**src/rtl/hashctl_pkg.sv**
```systemverilog
package hashctl_pkg;
  typedef enum logic [2:0] {
    ALG_MD5        = 3'd0,
    ALG_SHA1       = 3'd1,
    ALG_SHA224     = 3'd2,
    ALG_SHA256     = 3'd3,
    ALG_SHA512     = 3'd4,
    ALG_SHA384     = 3'd5,
    ALG_SHA512T256 = 3'd6,
    ALG_SHA512T224 = 3'd7
  } hashAlgo_e;

  // Write strobes and the command fields the control needs.
  typedef struct packed {
    logic       cmdWr;
    logic       doneClr;
    logic [2:0] family;
    logic [2:0] variant;
    logic [1:0] mode;
    logic       irqEn;
    logic       sgEn;
  } ctlStrobe_t;

  localparam int NUM_REGS   = 6;
  localparam int IDX_CIPHER = 0;
  localparam int IDX_SRC    = 1;
  localparam int IDX_DST    = 2;
  localparam int IDX_KEY    = 3;
  localparam int IDX_LEN    = 4;
  localparam int IDX_CMD    = 5;

  localparam logic [7:0]  REG_OFS  [NUM_REGS] = '{8'h10, 8'h20, 8'h24, 8'h28, 8'h2C, 8'h30};
  localparam logic [31:0] REG_MASK [NUM_REGS] = '{32'hFFFFFFFF, 32'h7FFFFFFF, 32'h7FFFFFF8,
                                                  32'h7FFFFFF8, 32'h0FFFFFFF, 32'h00147FFF};
  localparam logic [7:0]  STATUS_OFS = 8'h1C;
  localparam int          DONE_BIT   = 9;
  localparam int          IRQEN_BIT  = 9;
  localparam int          SG_BIT     = 18;
endpackage

```
**src/rtl/hashctl_regs.sv**
```systemverilog
module hashctl_regs
  import hashctl_pkg::*;
#(
  parameter int ADDR_W       = 12,
  parameter int REG_W        = 32,
  parameter int WINDOW_BYTES = 52
) (
  input  logic              clk,
  input  logic              rstN,
  input  logic              busWrEn,
  input  logic [ADDR_W-1:0] busAddr,
  input  logic [REG_W-1:0]  busWdata,
  output logic [REG_W-1:0]  busRdata,
  input  logic              doneFlag,
  output ctlStrobe_t        strobe,
  output logic [REG_W-1:0]  srcAddr,
  output logic [REG_W-1:0]  dstAddr,
  output logic [REG_W-1:0]  keyAddr,
  output logic [REG_W-1:0]  srcLen
);
  localparam int WORD_W = ADDR_W - 2;

  logic [WORD_W-1:0]   wordIdx;
  logic                inWindow;
  logic [NUM_REGS-1:0] wrHit;
  logic                statusHit;
  logic [REG_W-1:0]    regQ [NUM_REGS];

  assign wordIdx   = busAddr[ADDR_W-1:2];
  assign inWindow  = busAddr < ADDR_W'(WINDOW_BYTES);
  assign statusHit = inWindow && (wordIdx == WORD_W'(STATUS_OFS >> 2));

  for (genvar i = 0; i < NUM_REGS; i++) begin : g_hit
    assign wrHit[i] = busWrEn && inWindow && (wordIdx == WORD_W'(REG_OFS[i] >> 2));
  end

  always_ff @(posedge clk or negedge rstN) begin
    if (!rstN) begin
      for (int i = 0; i < NUM_REGS; i++) regQ[i] <= '0;
    end else begin
      for (int i = 0; i < NUM_REGS; i++)
        if (wrHit[i]) regQ[i] <= busWdata & REG_MASK[i][REG_W-1:0];
    end
  end

  always_comb begin
    busRdata = '0;
    for (int i = 0; i < NUM_REGS; i++)
      if (inWindow && wordIdx == WORD_W'(REG_OFS[i] >> 2)) busRdata = regQ[i];
    if (statusHit) busRdata[DONE_BIT] = doneFlag;
  end

  always_comb begin
    strobe.cmdWr   = wrHit[IDX_CMD];
    strobe.doneClr = busWrEn && statusHit && busWdata[DONE_BIT];
    strobe.family  = busWdata[6:4];
    strobe.variant = busWdata[12:10];
    strobe.mode    = busWdata[8:7];
    strobe.irqEn   = busWdata[IRQEN_BIT];
    strobe.sgEn    = busWdata[SG_BIT];
  end

  assign srcAddr = regQ[IDX_SRC];
  assign dstAddr = regQ[IDX_DST];
  assign keyAddr = regQ[IDX_KEY];
  assign srcLen  = regQ[IDX_LEN];

  // a write outside the window must leave every register untouched
  assert_oow_write_R9: assert property (@(posedge clk) disable iff (!rstN)
    busWrEn && (busAddr >= ADDR_W'(WINDOW_BYTES)) |=>
      $stable(srcAddr) && $stable(dstAddr) && $stable(keyAddr) && $stable(srcLen));

  // reads outside the window return zero
  assert_oow_read_R9: assert property (@(posedge clk) disable iff (!rstN)
    (busAddr >= ADDR_W'(WINDOW_BYTES)) |-> busRdata == '0);
endmodule

```
**src/rtl/hashctl_ctrl.sv**
```systemverilog
module hashctl_ctrl
  import hashctl_pkg::*;
(
  input  logic       clk,
  input  logic       rstN,
  input  ctlStrobe_t strobe,
  input  logic       engDone,
  output logic       engStart,
  output logic [2:0] engAlgo,
  output logic       engSgEn,
  output logic       engAccum,
  output logic       doneFlag,
  output logic       irqOut
);
  logic      busyQ, startQ, sgQ, accQ, irqEnQ, doneQ, irqQ;
  hashAlgo_e algoQ, decAlgo;
  logic      cmdValid;
  logic      finish;

  always_comb begin
    cmdValid = 1'b1;
    decAlgo  = ALG_MD5;
    unique case ({strobe.variant, strobe.family})
      6'b000_000: decAlgo = ALG_MD5;
      6'b000_010: decAlgo = ALG_SHA1;
      6'b000_100: decAlgo = ALG_SHA224;
      6'b000_101: decAlgo = ALG_SHA256;
      6'b000_110: decAlgo = ALG_SHA512;
      6'b001_110: decAlgo = ALG_SHA384;
      6'b010_110: decAlgo = ALG_SHA512T256;
      6'b011_110: decAlgo = ALG_SHA512T224;
      default:    cmdValid = 1'b0;
    endcase
  end

  assign finish = busyQ && engDone;

  always_ff @(posedge clk or negedge rstN) begin
    if (!rstN) begin
      busyQ  <= 1'b0;
      startQ <= 1'b0;
      algoQ  <= ALG_MD5;
      sgQ    <= 1'b0;
      accQ   <= 1'b0;
      irqEnQ <= 1'b0;
    end else begin
      startQ <= 1'b0;
      if (strobe.cmdWr && !busyQ && cmdValid) begin
        startQ <= 1'b1;
        busyQ  <= 1'b1;
        algoQ  <= decAlgo;
        sgQ    <= strobe.sgEn;
        accQ   <= (strobe.mode == 2'b10);
        irqEnQ <= strobe.irqEn;
      end else if (finish) begin
        busyQ <= 1'b0;
      end
    end
  end

  always_ff @(posedge clk or negedge rstN) begin
    if (!rstN) begin
      doneQ <= 1'b0;
      irqQ  <= 1'b0;
    end else if (finish) begin
      doneQ <= 1'b1;
      if (irqEnQ) irqQ <= 1'b1;
    end else if (strobe.doneClr) begin
      doneQ <= 1'b0;
      irqQ  <= 1'b0;
    end
  end

  assign engStart = startQ;
  assign engAlgo  = algoQ;
  assign engSgEn  = sgQ;
  assign engAccum = accQ;
  assign doneFlag = doneQ;
  assign irqOut   = irqQ;

  assert_start_pulse_R6: assert property (@(posedge clk) disable iff (!rstN)
    startQ |=> !startQ);
  assert_no_restart_R6: assert property (@(posedge clk) disable iff (!rstN)
    strobe.cmdWr && busyQ |=> !startQ);
  assert_invalid_drop_R4: assert property (@(posedge clk) disable iff (!rstN)
    strobe.cmdWr && !cmdValid |=> !startQ);
  assert_irq_needs_done_R7: assert property (@(posedge clk) disable iff (!rstN)
    irqQ |-> doneQ);
  assert_done_sets_R7: assert property (@(posedge clk) disable iff (!rstN)
    busyQ && engDone |=> doneQ && !busyQ);
  assert_clear_R8: assert property (@(posedge clk) disable iff (!rstN)
    strobe.doneClr && !(busyQ && engDone) |=> !doneQ && !irqQ);
endmodule

```
**src/rtl/hash_cmd_regs.sv**
```systemverilog
module hash_cmd_regs
  import hashctl_pkg::*;
#(
  parameter int ADDR_W       = 12,
  parameter int REG_W        = 32,
  parameter int WINDOW_BYTES = 52
) (
  input  logic              clk,
  input  logic              rstN,
  input  logic              busWrEn,
  input  logic [ADDR_W-1:0] busAddr,
  input  logic [REG_W-1:0]  busWdata,
  output logic [REG_W-1:0]  busRdata,
  input  logic              engDone,
  output logic              engStart,
  output logic [2:0]        engAlgo,
  output logic              engSgEn,
  output logic              engAccum,
  output logic [REG_W-1:0]  srcAddr,
  output logic [REG_W-1:0]  dstAddr,
  output logic [REG_W-1:0]  keyAddr,
  output logic [REG_W-1:0]  srcLen,
  output logic              irqOut
);
  ctlStrobe_t strobe;
  logic       doneFlag;

  hashctl_regs #(.ADDR_W(ADDR_W), .REG_W(REG_W), .WINDOW_BYTES(WINDOW_BYTES)) uRegs (
    .clk(clk), .rstN(rstN), .busWrEn(busWrEn), .busAddr(busAddr), .busWdata(busWdata),
    .busRdata(busRdata), .doneFlag(doneFlag), .strobe(strobe),
    .srcAddr(srcAddr), .dstAddr(dstAddr), .keyAddr(keyAddr), .srcLen(srcLen)
  );

  hashctl_ctrl uCtrl (
    .clk(clk), .rstN(rstN), .strobe(strobe), .engDone(engDone),
    .engStart(engStart), .engAlgo(engAlgo), .engSgEn(engSgEn), .engAccum(engAccum),
    .doneFlag(doneFlag), .irqOut(irqOut)
  );
endmodule

```
**config.mk**
```make
export PLATFORM = sky130hd
export DESIGN_NAME = hash_cmd_regs
export DESIGN_NICKNAME = d
export VERILOG_FILES = /design/src/rtl/hashctl_pkg.sv /design/src/rtl/hashctl_regs.sv /design/src/rtl/hashctl_ctrl.sv /design/src/rtl/hash_cmd_regs.sv
export SDC_FILE = /design/constraint.sdc
export NUM_CORES = 1
export LEC_CHECK = 0
export ABC_CLOCK_PERIOD_IN_PS = 1820
export BUFFER_PORTS_ARGS = -buffer_cell sky130_fd_sc_hd__buf_2
export CAP_MARGIN = 20
export CORE_ASPECT_RATIO = 0.6
export CORE_MARGIN = 2
export CORE_UTILIZATION = 45
export DETAILED_ROUTE_END_ITERATION = 6
export PLACE_DENSITY = 0.71
export SYNTH_ARGS = -nofsm -noshare
export SYNTH_HDL_FRONTEND = slang
export SYNTH_SLANG_ARGS = --single-unit
```
**constraint.sdc**
```tcl
create_clock -name clk -period 1.82 [get_ports clk]
set_input_delay 0.091 -clock clk [delete_from_list [all_inputs] [get_ports clk]]
set_output_delay 0.091 -clock clk [all_outputs]
set_load 0.01 [all_outputs]
```
==> impl_metrics.json, run 1 <==
{
  "finalPower_w": 0.00853,
  "maxCapViolations": 0,
  "grt_pass1_wl_um": 42400,
  "worstMarginPinSlew_ps": 523,
  "grt_max_degree": 53,
  "cp_cell_sequence": "buf_6 > or4_4 > or3_4 > buf_4 > buf_4 > nor3_4 > or4b_4 > mux2_4",
  "fmax_mhz": 462,
  "antenna_found_initial": 2,
  "violations": "setup timing",
  "async_flop_share_pct": 100,
  "coreArea_sq_mm": 0.0201,
  "grt_util_met3_pct": 5.77,
  "num_vias": 7183,
  "fin_ws_ps": -346,
  "place_inst": 1208,
  "synthCells": 833,
  "drc": 0,
  "clk_latency_ps": 440,
  "outcome": "finished with violations",
  "syn_to_final_growth_pct": 27.1,
  "slowest_delay_ps": 590,
  "port_buffers": 199,
  "synth.distinct_cells": 48,
  "hp-class": "input port to flop",
  "critical_path_buf_inv_count": 3,
  "synth_most_common_cell": "dfrtp_1",
  "fin_setup_tns_ps": -12480,
  "critPathMaxFanout": 7,
  "top_usage_layer": "met1",
  "clock_skew_ps": 6.70,
  "peakVddDrop_mv": 0.670,
  "fp.dieH_um": 115,
  "root_buffer": "clkbuf_16",
  "crit_arrival_ps": 2490,
  "cp_common_cell": "buf_4",
  "place_congestion": 0.840,
  "ys_ff_latch": 174,
  "required_ps": 2140,
  "grt_pass1_vias": 7044,
  "die_width_um": 189,
  "cp-start-kind": "input port",
  "synthTopCellsByArea": "dfrtp_1 (47%), mux2_2 (20%), buf_4 (10%), nand2_1 (2.1%), o21ai_0 (2.0%)",
  "r2r_cells": 2,
  "critical-path-top-delay-family": "simple AND/OR/NAND/NOR gates",
  "vias_per_cell": 5.61,
  "finalNonFillerCells": 1280,
  "grtUsageMet1_pct": 39.4,
  "power_leakage_nw": 6.11,
  "start_util_pct": 46.1,
  "yosysTopAreaCellShare_pct": 47.1,
  "power.density_mw_per_mm2": 725,
  "yosysWarnings": 0,
  "clock-sinks": 174,
  "hold_violations": 0,
  "placementRows": 40,
  "synth_seq_area_share_pct": 47.1,
  "min_period_ps": 2170,
  "drt_wl_total_um": 28100,
  "timing.hold.ws_ps": 49.9,
  "wl_per_cell_um": 22.0,
  "gr-usage-met2_pct": 37.5,
  "antenna_left": 0,
  "cp.depth": 8,
  "dp_hpwl_um": 19300,
  "drv_slew": 0,
  "cts_tree": "built",
  "avgSynthCellArea_sq_um": 11.1,
  "post-route-period-util_pct": 119,
  "whs_path_depth": 3,
  "worstSetupPathType": "input port to flop",
  "track_usage_pct": 26.3,
  "slew-limit-headroom_pct": 65.2,
  "synth.cell_area_sq_mm": 0.00925,
  "ys_top_cells_by_count": "dfrtp_1 (174), mux2_2 (163), buf_4 (128)",
  "synth-main-ff-cell": "dfrtp_1",
  "drive_gt1_share_pct": 52.8,
  "io_pins": 215,
  "first_pass_iters": 5,
  "first_iter_violations": 533,
  "num-nets-final": 1040,
  "clockBufferDepth": 2,
  "numCtsBuffers": 17,
  "cp-end-kind": "flop",
  "crit_slowest_cell": "or4b_4",
  "synth_enable_flop_cells": 0,
  "final-setup-viol-count": 66,
  "path_clk_slew_ps": 70,
  "cts_htree_levels": 4,
  "synth_area_leader_cell": "dfrtp_1",
  "rsz0062_at_grt": "true",
  "grt-ovfl-total": 0,
  "die-area_sq_mm": 0.0218
}
==> final timing paths <==
| kind | from | endpoint | slack (ps) |
|---|---|---|---|
| max in group asynchronous | rstN | uRegs.dstAddr[17] | 1010 |
| hold reg to reg | uRegs.regQ[167] | uRegs.regQ[167] | 490 |
| min in group asynchronous | rstN | uRegs.regQ[2] | 180 |
| setup / recovery | busAddr[9] | uCtrl.irqEnQ | -350 |
| setup reg to reg | uCtrl.busyQ | uCtrl.irqEnQ | 310 |
| hold / removal | busWdata[6] | uRegs.keyAddr[6] | 50 |
==> worst min-delay path: stages <==
cell and delay (ps):
buf_2 110, buf_4 130, mux2_4 130
==> where the power goes <==
group          switching, W  internal (W)
logic              0.000462      0.000322
registers         0.0000442       0.00392
clock network       0.00170       0.00207
==> routing by layer <==
metal,up-vias,part of all wire (%)
met5,-,0
met4,0,1.9
met3,49,8.9
met2,373,42
met1,3600,48
li1,3161,-
==> cell families after synthesis <==
family / synth area share (%)
buf+inv: 13.0
flops: 47.1
mux: 21.5
other cells: 0.0405
simple gates: 9.38
compound gates: 8.95
==> layout by cell type, fill, tap and decap left out, types with 17 or more instances in the layout <==
cell	Yosys	final
dlygate4sd3_1	0	27
mux2_4	6	64
nand2_1	51	50
nor2_1	38	36
buf_2	11	186
mux2_2	163	108
buf_6	0	22
clkbuf_16	0	17
buf_12	0	17
buf_4	128	57
dfrtp_1	174	174
o21ai_0	37	35
==> flip-flops by register name (all words and copies together), names as in the netlist, 3 cells and up <==
name           count
uRegs.srcLen      28
uRegs.dstAddr     28
uCtrl.engAlgo      3
uRegs.srcAddr     31
uRegs.regQ        49
uRegs.keyAddr     28
==> stage by stage <==
stage | util (%) | setup WS (ps) | cell area [sq um]
global placement | 52.4 | -580 | 10500
CTS | 58.1 | -304 | 11700
finish | 58.6 | -346 | 11800
floorplan | - | -465 | 9640
detailed placement | 52.4 | -595 | 10500
global route | 58.6 | -382 | 11800
==> final cells by class <==
cell class | instances | area (sq um)
fill | 1676 | 8310
sequential | 174 | 4350
multi-input combinational | 481 | 4150
timing repair buffer | 312 | 2290
clock buffer | 17 | 425
tap | 273 | 342
clock inverter | 15 | 175
inverter | 6 | 22.5
antenna | 2 | 5.00
==> repair_timing <==
item	4_1_cts	5_1_grt
setup buffers	7	4
hold endpoints to repair	165	0
gates cloned	1	0
setup endpoints to repair	57	166
hold buffers	27	0
pin swaps	14	2
gates resized for setup	39	13
Note: power is estimated with default switching activity, not from simulation.
==> run 2, diff against run 1 <==
--- a/config.mk
+++ b/config.mk
@@ -5,6 +5,7 @@
 export SDC_FILE = /design/constraint.sdc
 export NUM_CORES = 1
 export LEC_CHECK = 0
+export ABC_AREA = 1
 export ABC_CLOCK_PERIOD_IN_PS = 1820
 export BUFFER_PORTS_ARGS = -buffer_cell sky130_fd_sc_hd__buf_2
 export CAP_MARGIN = 20
==> run 2 against run 1 <==
Compared with the run above:
- sequential share of layout area up 2.7 points
- area after synthesis is 0.22% lower
- the flow now finishes without violations
- count of clock-buffer cells in the layout rose by 3
- sequential power hardly changed
- largest power group unchanged
- combinational power fell by 42%
==> impl_metrics.json, run 2 <==
{
  "placementRows": 40,
  "synth_enable_flop_cells": 0,
  "rsz0062_at_grt": "true",
  "track_usage_pct": 24.2,
  "port_buffers": 199,
  "path_clk_slew_ps": 60,
  "critical_path_buf_inv_count": 3,
  "dp_hpwl_um": 18100,
  "fmax_mhz": 563,
  "syn_to_final_growth_pct": 18.5,
  "min_period_ps": 1780,
  "critical-path-top-delay-family": "simple AND/OR/NAND/NOR gates",
  "post-route-period-util_pct": 97.6,
  "numCtsBuffers": 17,
  "ys_ff_latch": 174,
  "drive_gt1_share_pct": 23.3,
  "avgSynthCellArea_sq_um": 7.73,
  "first_pass_iters": 5,
  "largest-register": "uRegs.regQ",
  "fin_setup_tns_ps": 0,
  "power.density_mw_per_mm2": 727,
  "cp-start-kind": "input port",
  "cp_cell_sequence": "buf_2 > nor2_1 > nand3_2 > nor2_4 > nand2_1 > buf_12 > nand2_1 > nand2_1 > nand2_1 > a21oi_1 > nor2_1 > buf_2",
  "peakVddDrop_mv": 0.613,
  "highest_layer": "met4",
  "crit_arrival_ps": 1680,
  "io_pins": 215,
  "start_util_pct": 46.0,
  "placed_cell_area_sq_mm": 0.0100,
  "p_int_w": 0.00612,
  "yosysTopAreaCellShare_pct": 47.2,
  "timing.hold.ws_ps": 107,
  "postLayoutCellArea_sq_mm": 0.0109,
  "antenna_found_initial": 0,
  "drt_wl_total_um": 25800,
  "final_common_cell": "nand2_1",
  "async_flop_share_pct": 100,
  "root_buffer": "clkbuf_16",
  "grt_pass1_vias": 7286,
  "place_congestion": 0.875,
  "hp-class": "input port to flop",
  "clkPwrFrac_pct": 44.8,
  "grt-ovfl-total": 0,
  "cts_htree_levels": 4,
  "clockBufferDepth": 2,
  "first_iter_violations": 705,
  "outcome": "finished clean",
  "ys_top_cells_by_count": "nand2_1 (270), dfrtp_1 (174), buf_4 (128)",
  "grt_pass1_wl_um": 40200,
  "die-area_sq_mm": 0.0217,
  "crit_slowest_cell": "buf_12",
  "pwr-share-comb_pct": 5.7,
  "die_width_um": 189,
  "p_switching_w": 0.00185,
  "final-setup-viol-count": 0,
  "fp.dieH_um": 115,
  "critPathMaxFanout": 15,
  "synth_area_leader_cell": "dfrtp_1",
  "clock-sinks": 174,
  "cts_tree": "built",
  "synthTopCellsByArea": "dfrtp_1 (47%), nand2_1 (11%), buf_4 (10%), inv_1 (5.2%), nand3_1 (4.4%)",
  "num-nets-final": 1367,
  "wl_per_cell_um": 16.1,
  "power_leakage_nw": 6.18,
  "synth-main-ff-cell": "dfrtp_1",
  "drc": 0,
  "seqPwrFrac_pct": 49.5,
  "wl_met3_um": 2580,
  "final_cell_mix": "nand2_1 (268), buf_2 (198), dfrtp_1 (174), inv_1 (127), nor2_1 (83)",
  "place_ws_ps": -45.7,
  "clk_latency_ps": 430,
  "cp_common_cell": "nand2_1",
  "hold_violations": 0,
  "coreArea_sq_mm": 0.0201,
  "cp-end-kind": "primary output",
  "fin_ws_ps": 44.1,
  "synthCells": 1194,
  "wl_met1_um": 12500,
  "required_ps": 1730,
  "antennaDiodeCount": 0,
  "synth.distinct_cells": 29,
  "p_sw_share_pct": 23.2,
  "synth.cell_area_sq_mm": 0.00923,
  "dr_wl_met2_um": 10600,
  "maxCapViolations": 0,
  "largest_reg_flops": 49,
  "grt_max_degree": 63,
  "vias_per_cell": 4.98,
  "place_inst": 1537,
  "clock_skew_ps": 7.54,
  "antenna_left": 0,
  "yosysWarnings": 0,
  "slowest_delay_ps": 200,
  "finalNonFillerCells": 1604,
  "drv_slew": 0,
  "synth_most_common_cell": "nand2_1",
  "worstSetupPathType": "input port to primary output",
  "synth_seq_area_share_pct": 47.2,
  "num_vias": 7992
}
-- run 2: repair_timing --
item	CTS	global route
gates resized for setup	0	5
hold buffers	35	0
buffers inserted	0	1
setup endpoints to repair	0	6
endpoints found under the hold margin	219	0
-- run 2: path summary, 6_finish.rpt --
| check | startpoint | end | slack (ps) | cells after the start |
|---|---|---|---|---|
| setup / recovery | busAddr[8] | busRdata[3] | 40 | 12 |
| hold reg to reg | uCtrl.irqEnQ | uCtrl.irqEnQ | 480 | 2 |
| max in group asynchronous | rstN | uRegs.dstAddr[30] | 1040 | 3 |
| hold / removal | busWrEn | uCtrl.irqOut | 110 | 4 |
| min in group asynchronous | rstN | uCtrl.engStart | 150 | 2 |
| setup reg to reg | uCtrl.busyQ | uCtrl.engAlgo[0] | 720 | 5 |
-- run 2: final cells by class --
| cell class | instances | area, sq um |
|---|---|---|
| fill | 1909 | 9130 |
| sequential | 174 | 4350 |
| multi-input combinational | 712 | 3270 |
| timing repair buffer | 279 | 1910 |
| inverter | 135 | 507 |
| clock buffer | 20 | 447 |
| tap | 273 | 342 |
| clock inverter | 11 | 119 |
-- run 2: power groups by stage --
stage | Combinational (W) | Sequential [W] | Clock (W)
6_report | 0.000455 | 0.00394 | 0.00357
5_1_grt | 0.000508 | 0.00394 | 0.00381
4_1_cts | 0.000456 | 0.00394 | 0.00364
3_5_place_dp | 0.000397 | 0.00401 | 0
3_3_place_gp | 0.000392 | 0.00401 | 0
2_1_floorplan | 0.000203 | 0.00400 | 0
-- run 2: cell families (layout without fill, tap and decap cells) --
logic type / Yosys count / after routing / synth area share [%]
DFF: 174 / 174 / 47.2
other: 1 / 13 / 0.0406
AOI/OAI and AO/OA: 219 / 219 / 12.2
and+or+nand+nor: 480 / 480 / 22.2
buffers and inverters: 320 / 445 / 18.4
-- run 2: worst reg2reg max path, cell delays in order (launching register included) --
cell	delay, ps
dfrtp_1	380
inv_1	90
nand3_1	110
buf_4	200
o21ai_0	160
inv_1	50
-- run 2: through the flow --
| step | utilization [%] | power [W] |
|---|---|---|
| 6_report | 54.5 | 0.00796 |
| 5_1_grt | 54.5 | 0.00826 |
| 4_1_cts | 54.4 | 0.00803 |
| 3_5_place_dp | 49.9 | 0.00441 |
| 3_3_place_gp | 49.9 | 0.00440 |
| 2_1_floorplan | - | 0.00421 |
-- run 2: layer usage --
metal  global-route usage [%]  vias up
met4                     5.10        0
met5                        0        -
met2                     34.2      349
met1                     36.6     3737
met3                     7.05       14
li1                         -     3892
